## config.mk

```make
export PLATFORM = sky130hd
export DESIGN_NAME = dma_svc_seq
export DESIGN_NICKNAME = d
export VERILOG_FILES = /design/src/rtl/dma_seq_pkg.sv /design/src/rtl/dma_seq_arb.sv /design/src/rtl/dma_seq_dp.sv /design/src/rtl/dma_svc_seq.sv
export SDC_FILE = /design/constraint.sdc
export NUM_CORES = 1
export LEC_CHECK = 0
export ABC_AREA = 1
export ABC_CLOCK_PERIOD_IN_PS = 2400
export BUFFER_PORTS_ARGS = -buffer_cell sky130_fd_sc_hd__buf_2
export CAP_MARGIN = 40
export CORE_MARGIN = 5
export CORE_UTILIZATION = 49
export CTS_BUF_LIST = sky130_fd_sc_hd__clkbuf_16
export CTS_CLUSTER_DIAMETER = 40
export DETAILED_ROUTE_END_ITERATION = 12
export GPL_TIMING_DRIVEN = 0
export PLACE_DENSITY = 0.8
export SYNTH_ARGS = -nofsm -noshare
export SYNTH_HDL_FRONTEND = slang
export SYNTH_SLANG_ARGS = --single-unit
```

## constraint.sdc

```tcl
create_clock -name clk -period 2.4 [get_ports clk]
set_clock_uncertainty 0.2 [all_clocks]
set_input_delay 0.48 -clock clk [delete_from_list [all_inputs] [get_ports clk]]
set_output_delay 0.48 -clock clk [all_outputs]
set_load 0.01 [all_outputs]
```

## src/rtl/dma_seq_pkg.sv

```systemverilog
package dma_seq_pkg;

    typedef enum logic [3:0] {
        S_IDLE,
        S_FETCH0,
        S_FETCH1,
        S_PREP,
        S_RADDR,
        S_RDATA,
        S_WDATA,
        S_CHK,
        S_WB0,
        S_WB1
    } svc_state_e;

    function automatic logic arb_state(svc_state_e s);
        return (s == S_IDLE) || (s == S_WB1);
    endfunction

    function automatic logic tcd_read_state(svc_state_e s);
        return (s == S_FETCH0) || (s == S_FETCH1) || (s == S_CHK);
    endfunction

    function automatic logic second_half(svc_state_e s);
        return (s == S_FETCH1) || (s == S_CHK) || (s == S_WB1);
    endfunction

endpackage

```

## src/rtl/dma_seq_arb.sv

```systemverilog
module dma_seq_arb #(
    parameter int NCH = 4,
    localparam int LW = $clog2(NCH)
) (
    input  logic           clk,
    input  logic           rst,
    input  logic [NCH-1:0] cand,
    output logic [NCH-1:0] grant,
    output logic [LW-1:0]  gidx,
    output logic           any
);
    logic [NCH-1:0] below;

    assign below[0] = 1'b0;
    generate
        for (genvar i = 1; i < NCH; i++) begin : g_chain
            assign below[i] = below[i-1] | cand[i-1];
        end
    endgenerate

    assign grant = cand & ~below;
    assign any   = |cand;

    always_comb begin
        gidx = '0;
        for (int i = 0; i < NCH; i++) begin
            if (grant[i]) gidx = gidx | LW'(i);
        end
    end

    // exactly one winner, and no lower-numbered candidate beside it
    a_r2_lowest_wins: assert property (@(posedge clk) disable iff (rst)
        any |-> ($onehot(grant) && ((cand & (grant - NCH'(1))) == '0)));

endmodule

```

## src/rtl/dma_seq_dp.sv

```systemverilog
module dma_seq_dp #(
    parameter int AW = 16,
    parameter int DW = 16,
    parameter int CW = 8,
    localparam int TW = 2 * AW
) (
    input  logic          clk,
    input  logic          rst,
    input  logic          ld_h0,
    input  logic          ld_h1,
    input  logic          cap_rd,
    input  logic [TW-1:0] tcd_rdata,
    input  logic [DW-1:0] bus_rdata,
    output logic [AW-1:0] saddr,
    output logic [AW-1:0] daddr,
    output logic [DW-1:0] rbuf,
    output logic          cnt_last,
    output logic [TW-1:0] wb_h0,
    output logic [TW-1:0] wb_h1
);
    localparam logic [AW-1:0] STEP = AW'(DW / 8);

    logic [TW-1:0] h0_q, h1_q;
    logic [DW-1:0] rbuf_q;
    logic [CW-1:0] cnt;

    always_ff @(posedge clk) begin
        if (rst) begin
            h0_q   <= '0;
            h1_q   <= '0;
            rbuf_q <= '0;
        end else begin
            if (ld_h0)  h0_q   <= tcd_rdata;
            if (ld_h1)  h1_q   <= tcd_rdata;
            if (cap_rd) rbuf_q <= bus_rdata;
        end
    end

    assign saddr    = h0_q[AW-1:0];
    assign daddr    = h0_q[TW-1:AW];
    assign cnt      = h1_q[CW-1:0];
    assign rbuf     = rbuf_q;
    assign cnt_last = (cnt == CW'(1));
    assign wb_h0    = {daddr + STEP, saddr + STEP};
    assign wb_h1    = {h1_q[TW-1:CW], cnt - CW'(1)};

endmodule

```

## src/rtl/dma_svc_seq.sv

```systemverilog
module dma_svc_seq
    import dma_seq_pkg::*;
#(
    parameter int NCH = 4,
    parameter int AW  = 16,
    parameter int DW  = 16,
    parameter int CW  = 8,
    localparam int LW  = $clog2(NCH),
    localparam int TW  = 2 * AW,
    localparam int TAW = LW + 1
) (
    input  logic           clk,
    input  logic           rst,
    input  logic [NCH-1:0] req,
    output logic           tcd_re,
    output logic           tcd_we,
    output logic [TAW-1:0] tcd_addr,
    output logic [TW-1:0]  tcd_wdata,
    input  logic [TW-1:0]  tcd_rdata,
    output logic           bus_aphase,
    output logic           bus_rd,
    output logic           bus_wr,
    output logic [AW-1:0]  bus_addr,
    output logic [DW-1:0]  bus_wdata,
    input  logic [DW-1:0]  bus_rdata,
    input  logic           bus_ready,
    output logic [NCH-1:0] done,
    output logic           link_fire,
    output logic [LW-1:0]  link_ch
);
    svc_state_e     st_q, st_d;
    logic [LW-1:0]  ch_q, gidx;
    logic [NCH-1:0] pend_q, link_vec_q, link_vec_d, cur_oh, cand, grant, clr;
    logic           g_any, cnt_last, link_hit, rd_link_en;
    logic [LW-1:0]  rd_link_ch;
    logic [AW-1:0]  saddr, daddr;
    logic [DW-1:0]  rbuf;
    logic [TW-1:0]  wb_h0, wb_h1;

    // control word fields as returned by the re-read in the check cycle
    assign rd_link_en = tcd_rdata[CW];
    assign rd_link_ch = tcd_rdata[CW+LW:CW+1];
    assign link_hit   = (st_q == S_WB0) && rd_link_en;

    generate
        for (genvar i = 0; i < NCH; i++) begin : g_ch
            assign cur_oh[i]     = (ch_q == LW'(i));
            assign link_vec_d[i] = link_hit && (rd_link_ch == LW'(i));
            assign done[i]       = (st_q == S_WB1) && cnt_last && cur_oh[i];
        end
    endgenerate

    always_comb begin
        if (st_q == S_IDLE)     cand = pend_q;
        else if (st_q == S_WB1) cand = (pend_q & ~cur_oh) | link_vec_q;
        else                    cand = '0;
    end

    dma_seq_arb #(.NCH(NCH)) u_arb (
        .clk   (clk),
        .rst   (rst),
        .cand  (cand),
        .grant (grant),
        .gidx  (gidx),
        .any   (g_any)
    );

    always_comb begin
        st_d = st_q;
        case (st_q)
            S_IDLE:   if (g_any) st_d = S_FETCH0;
            S_FETCH0: st_d = S_FETCH1;
            S_FETCH1: st_d = S_PREP;
            S_PREP:   st_d = S_RADDR;
            S_RADDR:  st_d = S_RDATA;
            S_RDATA:  if (bus_ready) st_d = S_WDATA;
            S_WDATA:  if (bus_ready) st_d = S_CHK;
            S_CHK:    st_d = S_WB0;
            S_WB0:    st_d = S_WB1;
            S_WB1:    st_d = g_any ? S_FETCH0 : S_IDLE;
            default:  st_d = S_IDLE;
        endcase
    end

    assign clr = (st_q == S_WB1) ? cur_oh : '0;

    always_ff @(posedge clk) begin
        if (rst) begin
            st_q       <= S_IDLE;
            ch_q       <= '0;
            pend_q     <= '0;
            link_vec_q <= '0;
        end else begin
            st_q       <= st_d;
            if (arb_state(st_q) && g_any) ch_q <= gidx;
            pend_q     <= (pend_q & ~clr) | req | link_vec_q;
            link_vec_q <= link_vec_d;
        end
    end

    dma_seq_dp #(.AW(AW), .DW(DW), .CW(CW)) u_dp (
        .clk       (clk),
        .rst       (rst),
        .ld_h0     (st_q == S_FETCH1),
        .ld_h1     (st_q == S_PREP),
        .cap_rd    ((st_q == S_RDATA) && bus_ready),
        .tcd_rdata (tcd_rdata),
        .bus_rdata (bus_rdata),
        .saddr     (saddr),
        .daddr     (daddr),
        .rbuf      (rbuf),
        .cnt_last  (cnt_last),
        .wb_h0     (wb_h0),
        .wb_h1     (wb_h1)
    );

    // descriptor memory port
    assign tcd_re    = tcd_read_state(st_q);
    assign tcd_we    = (st_q == S_WB0) || (st_q == S_WB1);
    assign tcd_addr  = {ch_q, second_half(st_q)};
    assign tcd_wdata = (st_q == S_WB0) ? wb_h0 : ((st_q == S_WB1) ? wb_h1 : '0);

    // system bus port
    assign bus_aphase = (st_q == S_RADDR);
    assign bus_rd     = (st_q == S_RDATA);
    assign bus_wr     = (st_q == S_WDATA);
    assign bus_addr   = bus_wr ? daddr : saddr;
    assign bus_wdata  = bus_wr ? rbuf : '0;

    assign link_fire  = link_hit;
    assign link_ch    = link_hit ? rd_link_ch : '0;

    // address held through read wait states
    a_r6_hold_rd: assert property (@(posedge clk) disable iff (rst)
        (bus_rd && !bus_ready) |=> (bus_rd && $stable(bus_addr)));
    // address and data held through write wait states
    a_r6_hold_wr: assert property (@(posedge clk) disable iff (rst)
        (bus_wr && !bus_ready) |=> (bus_wr && $stable(bus_addr) && $stable(bus_wdata)));
    // a completed read data phase is followed at once by the write data phase
    a_r5_rd_then_wr: assert property (@(posedge clk) disable iff (rst)
        (bus_rd && bus_ready) |=> bus_wr);
    // at most one done bit, and only during the second-half writeback
    a_r8_done_onehot: assert property (@(posedge clk) disable iff (rst)
        $onehot0(done));
    a_r8_done_in_wb: assert property (@(posedge clk) disable iff (rst)
        (|done) |-> (tcd_we && tcd_addr[0]));
    // memory port never reads and writes in one cycle
    a_r1_port_excl: assert property (@(posedge clk) disable iff (rst)
        !(tcd_re && tcd_we));
    // a winner at final writeback reads its first half in the next cycle
    a_r4_overlap: assert property (@(posedge clk) disable iff (rst)
        ((st_q == S_WB1) && g_any) |=> (tcd_re && !tcd_addr[0]));
    // a linked channel is a candidate in the following arbitration
    a_r9_link_joins: assert property (@(posedge clk) disable iff (rst)
        link_fire |=> ((st_q == S_WB1) && cand[$past(link_ch)]));

endmodule

```

==> impl_summary.txt <==
----------------------------------------------------
[Floorplan]
  Core area ... ~9600 um^2
  Starting density of the core ... 49.5%
  Die Height ... 109 um
  Count of standard-cell rows ... 36
  Top-level I/O count ... 134
  Die width ... 109 um
  Area of the die ... 11800 um^2

[Clocking]
  Total number of clock tree sinks ... 94
  Clock input transition at the sequential cells of the worst setup and hold paths ... around 0.070 ns
  Cts hold-fix bufs ... 0
  H-tree levels ... 3
  Clock latency on the worst-skew pair ... between 0.3 and 0.4 ns
  Max Root-Sink Buffers ... 2
  CTS Root Buffer Type ... sky130_fd_sc_hd__clkbuf_16
  Clock tree from TritonCTS ... built
  CTS buffer count ... 9

[Power and ir drop]
  Areal power density over the cells ... 856 nW/um^2
  Total Power Consumption ... 5630 uW
  Static leakage ... 0.00310 uW
  Highest ir drop seen on vdd ... between 0.4 and 0.5 mV

[Timing]
  Final-report max-slew violation count ... 0
  Maximum achievable frequency ... approximately 390 MHz
  Unrepaired setup endpoints after global routing ... yes
  Number of hold-slack violations in the final timing report ... 0
  Worst-Margin Slew ... 0.567 ns
  Number of setup violations in the final report ... 18
  Smallest setup slack after layout ... -0.156 ns
  Shortest clock period the worst path allows after layout ... approximately 2.6 ns
  Ratio of final minimum period to clock period ... 106%
  Worst slew slack as a fraction of its limit ... ~62%

[Synth]
  Post-Syn Nets ... a little under 800
  Mapped Cells ... 717
  Total of flip-flops plus latches after synthesis ... 94
  Yosys warning count ... 0
  Syn_area_per_cell ... 6.65 um^2
  Synthesized area ... 4770 um^2
  Synth cell types ... 35
  Fraction of the yosys area taken by sequential cells ... between 30% and 40%

[Route]
  Via-per-instance ratio ... approximately 5.4
  Number of antenna-violating nets in the routed design ... 0
  Overall routed net length ... around 16000 um
  Initial DRC count ... between 600 and 700
  Detailed-router iteration count before antenna repair ... 5
  Average detailed-routed wire length per instance ... 15.8 um
  Via count of the routed design ... approximately 5600
  Detailed-route DRC error count ... 0

[Critical path]
  Crit-path most repeated cell ... sky130_fd_sc_hd__nor2_4
  Crit path capture type ... output pin
  Critical path arrival ... about 1.9 ns
  Max incr delay on CP ... 0.40 ns
  Category of the most critical setup path ... flop to output pin
  Startpoint type of the worst setup path ... flop
  CP Data Required Time ... ~1.7 ns
  Highest fanout seen on the critical path ... 5
  Cell-by-cell trace of the critical path ... nand3_4 -> nor2_4 -> nand2_2 -> nor2_4 -> nand3_2 -> a21oi_2 -> o21ai_1 -> nand2_1 -> buf_2
  Slowest library cell on the worst path ... sky130_fd_sc_hd__dfxtp_4

[Global route]
  Global-route wire length before repair ... between 20000 and 25000 um
  GRT Resource Usage Total ... 26.2%
  Maximum number of pins on one net before global-route repair ... 15
  Global-route congestion overflow total ... 0
  Number of antenna violations at the first check in global routing ... 0
  Number of global-route vias before repair ... 5100

[Placement]
  Count of port buffers added during placement ... around 130
  RD Place Congestion ... around 0.9
  DPL Wire Length ... 11100 um

[Layout]
  ANT cells ... 0
  Area Growth Syn to Fin ... 37.9%
  Number of nets in the finished design ... approximately 950
  Proportion of layout cells with a drive suffix above 1 ... approximately a third
  # fillers ... about 840
  Post-layout utilization of the core ... roughly two thirds

[Flow run]
  Maxcap violations ... 0

[Status]
  Failing checks ... negative setup slack
  Run status ... complete, but fails checks

[Min path]
  Min-Delay Path Class ... input port to flop

----------------------------------------------------
per-layer routing:
layer  share of wire, %  track usage [%]  up-vias
li1                   -                -     2688
met1                 40             32.8     2538
met2                 47             43.4      308
met3                9.6             6.22       49
met4                3.5             10.8        0
met5                  0                0        -
path summary, 6_finish.rpt:
kind                              start                    endpoint  slack, ns  depth (start not counted)
max           u_dp.h0_q[1]$_SDFFE_PP0P_               tcd_wdata[10]      -0.16                          9
min                       tcd_rdata[10]    link_vec_q[1]$_SDFF_PP0_       0.14                          2
max reg2reg        st_q[1]$_SDFFE_PP0P_  u_dp.h1_q[29]$_SDFFE_PP0P_       0.56                          6
min reg2reg  u_dp.rbuf[12]$_SDFFE_PP0P_  u_dp.rbuf[12]$_SDFFE_PP0P_       0.25                          2
power breakdown:
group / internal, uW / total, uW / switching (uW) / leakage [uW]
clock: 793 / 1410 / 612 / 0.000151
sequential: 1940 / 2260 / 327 / 0.000775
combinational: 702 / 1960 / 1250 / 0.00217
state kept, by name (all words and copies together), names as in the netlist:
signal      flops
u_dp.rbuf      16
st_q            4
u_dp.h1_q      32
pend_q          4
u_dp.h0_q      32
link_vec_q      4
ch_q            2
metrics by stage:
stage | setup slack (ns) | instances | hold slack, ns | TNS (ns) | instance area (um^2)
final | -0.156 | 1033 | 0.138 | -1.50 | 6580
after global routing | -0.279 | 1033 | 0.150 | -3.71 | 6580
after CTS | -0.134 | 1018 | 0.138 | -0.854 | 6270
after detailed placement | 0.0166 | 982 | 0.247 | 0 | 5600
after floorplan | 0.340 | 717 | 0.230 | 0 | 4770
after global placement | 0.0358 | 982 | 0.240 | 0 | 5600
cell usage in the layout (no fill, tap or decap), types with 4 or more instances in the layout:
cell                        instances
sky130_fd_sc_hd__nor2_4            12
sky130_fd_sc_hd__dfxtp_1           80
sky130_fd_sc_hd__dfxtp_4            8
sky130_fd_sc_hd__nand2_4            7
sky130_fd_sc_hd__nand2_1          113
sky130_fd_sc_hd__buf_4             31
sky130_fd_sc_hd__nand2_2           17
sky130_fd_sc_hd__inv_2              4
sky130_fd_sc_hd__nor3_1             5
sky130_fd_sc_hd__nor2_2             7
sky130_fd_sc_hd__a21oi_1           57
sky130_fd_sc_hd__clkbuf_16         10
sky130_fd_sc_hd__o21ai_0           95
sky130_fd_sc_hd__dfxtp_2            6
sky130_fd_sc_hd__nand3_1           11
sky130_fd_sc_hd__clkbuf_1          12
sky130_fd_sc_hd__inv_1             69
sky130_fd_sc_hd__inv_4              4
sky130_fd_sc_hd__o21ai_1           26
sky130_fd_sc_hd__a21oi_2            5
sky130_fd_sc_hd__nand3_2            4
sky130_fd_sc_hd__o211ai_1           4
sky130_fd_sc_hd__nor2_1           113
sky130_fd_sc_hd__buf_2            142
sky130_fd_sc_hd__buf_6              8
synth_stat cells, drive strengths merged:
master	n	area, um^2
xor2	2	17.5
o32ai	1	8.76
o21bai	2	15.0
nand2	137	542
ha	4	50.1
nor4	2	12.5
a21oi	62	314
o31ai	2	15.0
o21a	1	7.51
nand3	16	95.1
nand4	4	31.3
o22ai	3	18.8
a22o	1	8.76
a32o	2	20.0
clkbuf	17	65.1
o21ai	124	621
dfxtp	94	1880
buf	20	100
nor3	8	50.1
inv	75	282
o211ai	4	30.0
nor2	132	556
a31oi	2	12.5
a21o	1	7.51
xnor2	1	8.76
cell families after synthesis:
kind of cell               count (synthesis)  share of synthesized area (%)
xor gates and xnor gates                   3                          0.551
buffers and inverters                    112                           9.37
AOI/OAI and AO/OA                        205                           22.6
and+or+nand+nor                          299                           27.0
DFF                                       94                           39.5
adders and majority gates                  4                           1.05
critical path, delay by kind of cell (launching register included):
family                 cells  cell delay, ns
flip-flops                 1            0.40
AND/OR/NAND/NOR            6            0.70
AO/OA/AOI/OAI              2            0.28
buffers and inverters      1            0.14
what timing repair did:
action,CTS,global route
resized for setup,81,54
gates cloned,0,1
buffers inserted,20,16
pin swaps,28,26
endpoints found under the setup margin,53,58
layout make-up:
cell class	instances	area (um^2)	area share, %
plain buffers	37	238	3.61
clock buffers	9	225	3.42
well taps	133	166	2.53
multi-input cells	511	2690	40.9
flip-flops and latches	94	1920	29.2
inverters	75	297	4.51
repair buffers	167	983	15.0
clock inverters	7	58.8	0.894
Power figures use the tool's default switching activity.
